### src/rtl/shf_pkg.sv
package shf_pkg;

    typedef enum logic [1:0] {
        SHM_LEFT  = 2'd0,
        SHM_RIGHT = 2'd1,
        SHM_ARITH = 2'd2,
        SHM_RALT  = 2'd3
    } shf_mode_e;

    typedef enum logic [1:0] {
        SQ_IDLE  = 2'd0,
        SQ_PREP  = 2'd1,
        SQ_SHIFT = 2'd2,
        SQ_FIN   = 2'd3
    } shf_state_e;

    typedef struct packed {
        logic cnt_load;
        logic cnt_dec;
        logic acc_capture;
        logic acc_prep;
        logic acc_step;
        logic res_load;
    } shf_ctl_t;

    function automatic logic goes_left(input shf_mode_e m);
        return m == SHM_LEFT;
    endfunction

    function automatic logic fill_for(input shf_mode_e m, input logic sign);
        return (m == SHM_ARITH) ? sign : 1'b0;
    endfunction

endpackage

### src/rtl/shf_countdown.sv
module shf_countdown #(
    parameter int WIDTH = 16
) (
    input  logic             clk,
    input  logic             rst,
    input  logic             load,
    input  logic             inc,
    input  logic             dec,
    input  logic [WIDTH-1:0] din,
    output logic [WIDTH-1:0] cnt_q
);

    localparam logic [WIDTH-1:0] ONE = {{(WIDTH-1){1'b0}}, 1'b1};

    always_ff @(posedge clk) begin
        if (rst) begin
            cnt_q <= '0;
        end else if (load) begin
            cnt_q <= din;
        end else if (inc) begin
            cnt_q <= cnt_q + ONE;
        end else if (dec) begin
            cnt_q <= cnt_q - ONE;
        end
    end

    // load outranks the step commands
    a_cnt_load_first: assert property (@(posedge clk) disable iff (rst)
        load |=> cnt_q == $past(din));

    // a lone decrement consumes exactly one position
    a_r6_dec_one: assert property (@(posedge clk) disable iff (rst)
        (dec && !load && !inc) |=> cnt_q == $past(cnt_q) - ONE);

endmodule

### src/rtl/shf_accum.sv
module shf_accum
    import shf_pkg::*;
#(
    parameter int WIDTH = 16
) (
    input  logic             clk,
    input  logic             rst,
    input  logic             capture,
    input  logic             prep,
    input  logic             step,
    input  logic [WIDTH-1:0] operand_i,
    input  logic [1:0]       mode_i,
    output logic [WIDTH-1:0] acc_q
);

    localparam int MSB = WIDTH - 1;

    logic [WIDTH-1:0] op_q;
    shf_mode_e        mode_q;
    logic             fill;
    logic [WIDTH-1:0] stepped;

    assign fill = fill_for(mode_q, op_q[MSB]);

    always_comb begin
        if (goes_left(mode_q)) begin
            stepped = {acc_q[MSB-1:0], fill};
        end else begin
            stepped = {fill, acc_q[MSB:1]};
        end
    end

    always_ff @(posedge clk) begin
        if (rst) begin
            op_q   <= '0;
            mode_q <= SHM_LEFT;
            acc_q  <= '0;
        end else begin
            if (capture) begin
                op_q   <= operand_i;
                mode_q <= shf_mode_e'(mode_i);
            end
            if (prep) begin
                acc_q <= op_q;
            end else if (step) begin
                acc_q <= stepped;
            end
        end
    end

    // left step brings a zero into bit 0
    a_r2_left_zero_in: assert property (@(posedge clk) disable iff (rst)
        (step && !prep && mode_q == SHM_LEFT) |=> acc_q[0] == 1'b0);

    // logical right step brings a zero into the top bit
    a_r3_right_zero_in: assert property (@(posedge clk) disable iff (rst)
        (step && !prep && (mode_q == SHM_RIGHT || mode_q == SHM_RALT))
            |=> acc_q[MSB] == 1'b0);

    // arithmetic step refills with the captured sign
    a_r4_sign_in: assert property (@(posedge clk) disable iff (rst)
        (step && !prep && !capture && mode_q == SHM_ARITH)
            |=> acc_q[MSB] == $past(op_q[MSB]));

endmodule

### src/rtl/shf_seq.sv
module shf_seq
    import shf_pkg::*;
(
    input  logic     clk,
    input  logic     rst,
    input  logic     start,
    input  logic     cnt_zero,
    input  logic     cnt_one,
    output shf_ctl_t ctl,
    output logic     done_q
);

    shf_state_e state_q;
    shf_state_e state_d;

    always_comb begin
        state_d = state_q;
        ctl     = '0;
        unique case (state_q)
            SQ_IDLE: begin
                if (start) begin
                    ctl.cnt_load    = 1'b1;
                    ctl.acc_capture = 1'b1;
                    state_d         = SQ_PREP;
                end
            end
            SQ_PREP: begin
                ctl.acc_prep = 1'b1;
                state_d      = cnt_zero ? SQ_FIN : SQ_SHIFT;
            end
            SQ_SHIFT: begin
                ctl.acc_step = 1'b1;
                ctl.cnt_dec  = 1'b1;
                if (cnt_one) begin
                    state_d = SQ_FIN;
                end
            end
            SQ_FIN: begin
                ctl.res_load = 1'b1;
                state_d      = SQ_IDLE;
            end
            default: state_d = SQ_IDLE;
        endcase
    end

    always_ff @(posedge clk) begin
        if (rst) begin
            state_q <= SQ_IDLE;
            done_q  <= 1'b0;
        end else begin
            state_q <= state_d;
            done_q  <= ctl.res_load;
        end
    end

    // a zero count goes straight to write-back
    a_r5_zero_skip: assert property (@(posedge clk) disable iff (rst)
        (state_q == SQ_PREP && cnt_zero) |=> state_q == SQ_FIN);

    // completion is a single-cycle pulse
    a_r8_done_single: assert property (@(posedge clk) disable iff (rst)
        done_q |=> !done_q);

    // a busy unit never restarts
    a_r9_no_restart: assert property (@(posedge clk) disable iff (rst)
        (state_q != SQ_IDLE && start) |=> state_q != SQ_PREP);

endmodule

### src/rtl/iter_shifter.sv
module iter_shifter
    import shf_pkg::*;
#(
    parameter int WIDTH = 16
) (
    input  logic             clk,
    input  logic             rst,
    input  logic             start,
    input  logic [WIDTH-1:0] operand_i,
    input  logic [WIDTH-1:0] amount_i,
    input  logic [1:0]       mode_i,
    output logic [WIDTH-1:0] result_o,
    output logic             done_o
);

    localparam logic [WIDTH-1:0] ONE = {{(WIDTH-1){1'b0}}, 1'b1};

    shf_ctl_t         ctl;
    logic [WIDTH-1:0] cnt_q;
    logic [WIDTH-1:0] acc_q;
    logic [WIDTH-1:0] result_q;

    shf_seq u_seq (
        .clk      (clk),
        .rst      (rst),
        .start    (start),
        .cnt_zero (cnt_q == '0),
        .cnt_one  (cnt_q == ONE),
        .ctl      (ctl),
        .done_q   (done_o)
    );

    shf_countdown #(.WIDTH(WIDTH)) u_cnt (
        .clk   (clk),
        .rst   (rst),
        .load  (ctl.cnt_load),
        .inc   (1'b0),
        .dec   (ctl.cnt_dec),
        .din   (amount_i),
        .cnt_q (cnt_q)
    );

    shf_accum #(.WIDTH(WIDTH)) u_acc (
        .clk       (clk),
        .rst       (rst),
        .capture   (ctl.acc_capture),
        .prep      (ctl.acc_prep),
        .step      (ctl.acc_step),
        .operand_i (operand_i),
        .mode_i    (mode_i),
        .acc_q     (acc_q)
    );

    always_ff @(posedge clk) begin
        if (rst) begin
            result_q <= '0;
        end else if (ctl.res_load) begin
            result_q <= acc_q;
        end
    end

    assign result_o = result_q;

    // the result only moves together with a done pulse
    a_r8_result_hold: assert property (@(posedge clk) disable iff (rst)
        !$stable(result_q) |-> done_o);

endmodule

### config.mk
export PLATFORM = sky130hd
export DESIGN_NAME = iter_shifter
export DESIGN_NICKNAME = d
export VERILOG_FILES = /design/src/rtl/shf_pkg.sv /design/src/rtl/shf_countdown.sv /design/src/rtl/shf_accum.sv /design/src/rtl/shf_seq.sv /design/src/rtl/iter_shifter.sv
export SDC_FILE = /design/constraint.sdc
export NUM_CORES = 1
export LEC_CHECK = 0
export BUFFER_PORTS_ARGS = -buffer_cell sky130_fd_sc_hd__buf_2
export CELL_PAD_IN_SITES_DETAIL_PLACEMENT = 0
export CELL_PAD_IN_SITES_GLOBAL_PLACEMENT = 2
export CORE_UTILIZATION = 36
export DETAILED_ROUTE_END_ITERATION = 6
export PLACE_DENSITY = 0.88
export RECOVER_POWER = 50
export SLEW_MARGIN = 30
export SYNTH_ARGS = -nofsm -noshare
export SYNTH_HDL_FRONTEND = slang
export SYNTH_SLANG_ARGS = --single-unit
### constraint.sdc
create_clock -name clk -period 3.2 [get_ports clk]
set_input_delay 0.16 -clock clk [delete_from_list [all_inputs] [get_ports clk]]
set_output_delay 0.16 -clock clk [all_outputs]
set_load 0.05 [all_outputs]
# Word-level counts from Yosys, hierarchy flattened
# Cells that the tools add are included.
# Widths: inputs -> output; s select.
# word_totals
reg_bits	69
out_inout_bits	17
elab_cells	36
inputBits	37
# op_classes
n_mux	15
n_reduce_logical	6
addsub	1
n_eq_ne	7
# ops
op	count
$mux 16	5
$eq 16x1->1 const B	1
$logic_not 16->1	1
$sub 16x1->16 const B	1
$pmux 2 s4	1
$mux 1	7
$eq 2x2->1 const B	3
$logic_not 2->1	2
$mux 2	2
$reduce_bool 2->1	2
$eq 2x1->1 const B	1
$ne 2x1->1 const B	1
$ne 2x2->1 const B	1
$reduce_and 2->1	1

# Longest topological paths before layout
# depth
depth_word	5
ltp_mapped	7
mapped_depth_nobuf	6

# Modules after synthesis
# From an unflattened synthesis, not the netlist that was laid out.
# hier_totals
cells_unflattened	436
area_unflattened_um2	3818.7
# by_module_without_submodules
module	area_each_um2	cells_each	seq_area_each_um2	n_inst
shf_accum	1566.5	172	680.7	1
shf_countdown	1411.4	180	320.3	1
iter_shifter	618.1	60	320.3	1
shf_seq	222.7	24	60.1	1

# Worst setup path after synthesis
# No wires, ideal clock.
# synth_timing
kind	register to register
from	register u_seq.state_q[0]
to	register u_cnt.cnt_q[14]
stages_incl_launch_ff	8
setup_slack_ns	1.295
period_less_slack_ns	1.905
n_path_buf	1
required_time_ns	3.109
t_arrival_ns	1.814
setup_ns	0.091
cell_sequence	dfxtp_1 > inv_1 > ha_1 > and2_1 > clkbuf_1 > nand4_2 > or4_1 > a311oi_1
# synth_between
elab_chain_len	3
elab_cells_between_ends	6
cone_classes	eq/ne (1); mux (3); reduce/logical (2)
# synth_lines
item	line	source
start: declaration	shf_seq.sv:13	shf_state_e state_q;
start signal: assignment	shf_seq.sv:51	state_q <= state_d;
$eq 2x2->1 / $logic_not 2->1 (equally long branches)	shf_seq.sv:19	unique case (state_q)
$mux 1	shf_seq.sv:19	
$reduce_bool 2->1 (no line) / $mux 16 (equally long branches)	n/a	
end signal: assignment	shf_countdown.sv:19	cnt_q <= din;
end signal: assignment	shf_countdown.sv:21	cnt_q <= cnt_q + ONE;
end signal: assignment	shf_countdown.sv:23	cnt_q <= cnt_q - ONE;
end: declaration	shf_countdown.sv:10	output logic [WIDTH-1:0] cnt_q
# Several ways; a longest one is shown, not always the timed one.
# A chain may end at the register's enable or synchronous reset.

# Worst setup path after layout
# layout_timing
from	register u_seq.state_q[0]
to	register u_cnt.cnt_q[13]
# Same word-level chain as after synthesis.

==> results by group <==
Run
  • Max-Cap Viols: 0

Layout
  • Non-Filler Instances: 516
  • Layout Nets: 450
  • Layout area overhead: 16.1%
  • # diodes: 0
  • Layout cell share with drive strength beyond 1: 18.2%
  • Final core utilization: 44.2%

Clocking
  • # H-tree levels: 3
  • Clk slew on worst S/H paths: about 80 ps
  • Setup bufs post-CTS: 0
  • CTS tree: yes
  • Clock root buffer: clkbuf_8
  • Clock Tree Buf Depth: 2
  • Post-CTS Hold Buffers: 0
  • CTS Sinks: 69
  • Inserted Clock Buffers: 9
  • Worst skew pair latency: approximately 340 ps
  • Post-CTS Resized: 0

Floorplan
  • # rows: 33
  • Core Footprint: about 0.0084 mm2
  • Initial core utilization: 38.1%
  • I/O pin cnt: 54
  • Die area: 0.00925 mm2
  • Die width: 96.2 um
  • Die Height: 96.2 um

Timing
  • Setup TNS: 0 ps
  • Tmin final: 2160 ps
  • RSZ-0062 raised after global routing: no
  • Fin crit share: 67.6%
  • Fin Clk Skew: 9.97 ps
  • Final setup viols: 0
  • Max_slew headroom: 29.3%
  • Slew at the pin closest to its max-slew limit: 1060 ps
  • Hold Violations, Final: 0
  • Slew Viols, Final: 0
  • Max Clk Rate: 463 MHz

Power
  • Max rail drop VDD: around 0.27 mV
  • Power Dens Cells: between 800 and 900 mW/mm2
  • Lkg Pwr: roughly 1.3 nW

Yosys
  • Number of flops mapped to enable cells by yosys: 0
  • Top post-synthesis cells by area: dfxtp_1 (43%), nand2b_1 (5.9%), a21oi_1 (5.3%)
  • Gate Count Post-Synth: 363
  • Number of distinct library cells after synthesis: 37
  • Commonest cells in the synthesized netlist: dfxtp_1 (69), nand2_1 (42), nor2_1 (40)
  • Primary FF master, synth: dfxtp_1
  • Synth top area share: between 40% and 50%
  • Synth warn: 0
  • Syn_nets: 407
  • Most frequent cell after synthesis: dfxtp_1
  • Synth Register Bits: 69
  • Synthesized cell area: 0.00319 mm2
  • Area leader, netlist: dfxtp_1
  • Syn_area_per_cell: 8.79 um2
  • Asr flop ratio synth: 0%
  • Register area share after synthesis: 43.3%

Detailed routing
  • Via count: 2557
  • Initial drt markers: about 110
  • Pre-antenna DRT Iters: 4
  • Residual DRC: 0
  • Final wirelength: between 6000 and 7000 um
  • Vias per cell: ~5
  • Remaining antenna violation count after routing: 0
  • Routed len/inst: roughly 14 um

Run status
  • Outcome: complete, no violations

Worst hold path
  • Worst hold path type: primary input to flip-flop

Global routing
  • GRT overflow: 0
  • Largest net degree at the start of global routing: 49
  • Total Routing Usage GR: 16.3%
  • Top Usage Layer GRT: met2
  • Met2 usage: 24.0%
  • M3 GR Usage: 4.03%
  • Vias in the first global route: 2318
  • Initial antenna violation count: 0
  • First-pass GRT wire length: 11400 um
  • M1 GR Usage: 23.0%

Setup path
  • CP endpoint kind: flip-flop
  • Critical Path RT: 3440 ps
  • Crit start category: flip-flop
  • CP max FO: 7
  • Worst Path Arrival: 2400 ps
  • Worst Setup Path Type: flip-flop to flip-flop

Place
  • Cells after DPL: 500
  • Routability congestion estimate: 0.779
  • IO Port Bufs: 53
  • DP HPWL: 4630 um
-- layer usage --
layer	share of wire, %	vias up
li1	-	1344
met1	53	1151
met2	42	57
met3	3.7	5
met4	0.85	0
met5	0	-
-- power by group --
part / total [W] / leakage (nW) / switching (W) / internal, W
Combinational: 0.00116 / 0.678 / 0.000658 / 0.000497
Sequential: 0.00124 / 0.564 / 0.000188 / 0.00105
Clock: 0.000725 / 0.0995 / 0.000342 / 0.000383
Total: 0.00312 / 1.34 / 0.00119 / 0.00193
-- through the flow --
stage	instance area, um2	power [W]	hold WS (ps)	worst slack [ps]
after global routing	3700	0.00334	33.2	804
final	3700	0.00312	44.7	1040
after floorplan	3190	0.00215	296	1300
after detailed placement	3520	0.00241	406	1020
after CTS	3730	0.00315	32.9	1020
after global placement	3520	0.00240	404	1150
-- cell type report --
cell class | count | area (um2)
Timing Repair Buffer | 57 | 274
Sequential cell | 69 | 1380
Clock inverter | 5 | 60.1
Multi-Input combinational cell | 264 | 1700
Fill cell | 858 | 4680
Inverter | 5 | 18.8
Clock buffer | 11 | 141
Tap cell | 105 | 131
-- registers in the layout (all words and copies together), names as in the netlist --
name / flops
result_o: 16
u_seq.state_q: 2
u_acc.acc_q: 16
u_acc.op_q: 16
u_cnt.cnt_q: 16
u_seq.done_q: 1
u_acc.mode_q: 2
-- layout by cell type (no fill, tap or decap), drive strengths merged, types with 4 or more instances in the layout --
master and instances:
a211oi 12, a21oi 34, a311oi 6, buf 40, clkbuf 28, dfxtp 69
ha 7, inv 5, mux2 14, mux2i 17, nand2 42, nand2b 30
nand4 5, nor2 40, nor4 4, o211ai 15, o21ai 4, or3 4
xor2 8
-- cells by family after synthesis --
group	Yosys count	share of synthesized area [%]
flip-flops	69	43.3
AO/OA/AOI/OAI	74	14.7
XOR/XNOR	11	3.02
buffers and inverters	30	3.53
multiplexers	31	10.3
adder cells (fa/ha/maj)	7	2.74
AND/OR/NAND/NOR	141	22.4
-- path summary, 6_finish.rpt --
kind	from	to	slack (ps)	cells past startpoint
setup / recovery	u_seq.state_q[0]	u_cnt.cnt_q[13]	1040	6
hold reg to reg	u_acc.op_q[2]	u_acc.op_q[2]	450	2
hold / removal	operand_i[11]	u_acc.op_q[11]	40	3
setup reg to reg	u_seq.state_q[0]	u_cnt.cnt_q[13]	1040	6
-- critical path: stages (launching register included) --
cell and delay, ps:
dfxtp_1 330, inv_1 130, ha_1 300, nor3b_1 490
nand4_1 210, or3_1 340, a311oi_1 260
No activity file was read; power rests on OpenSTA's default activity.
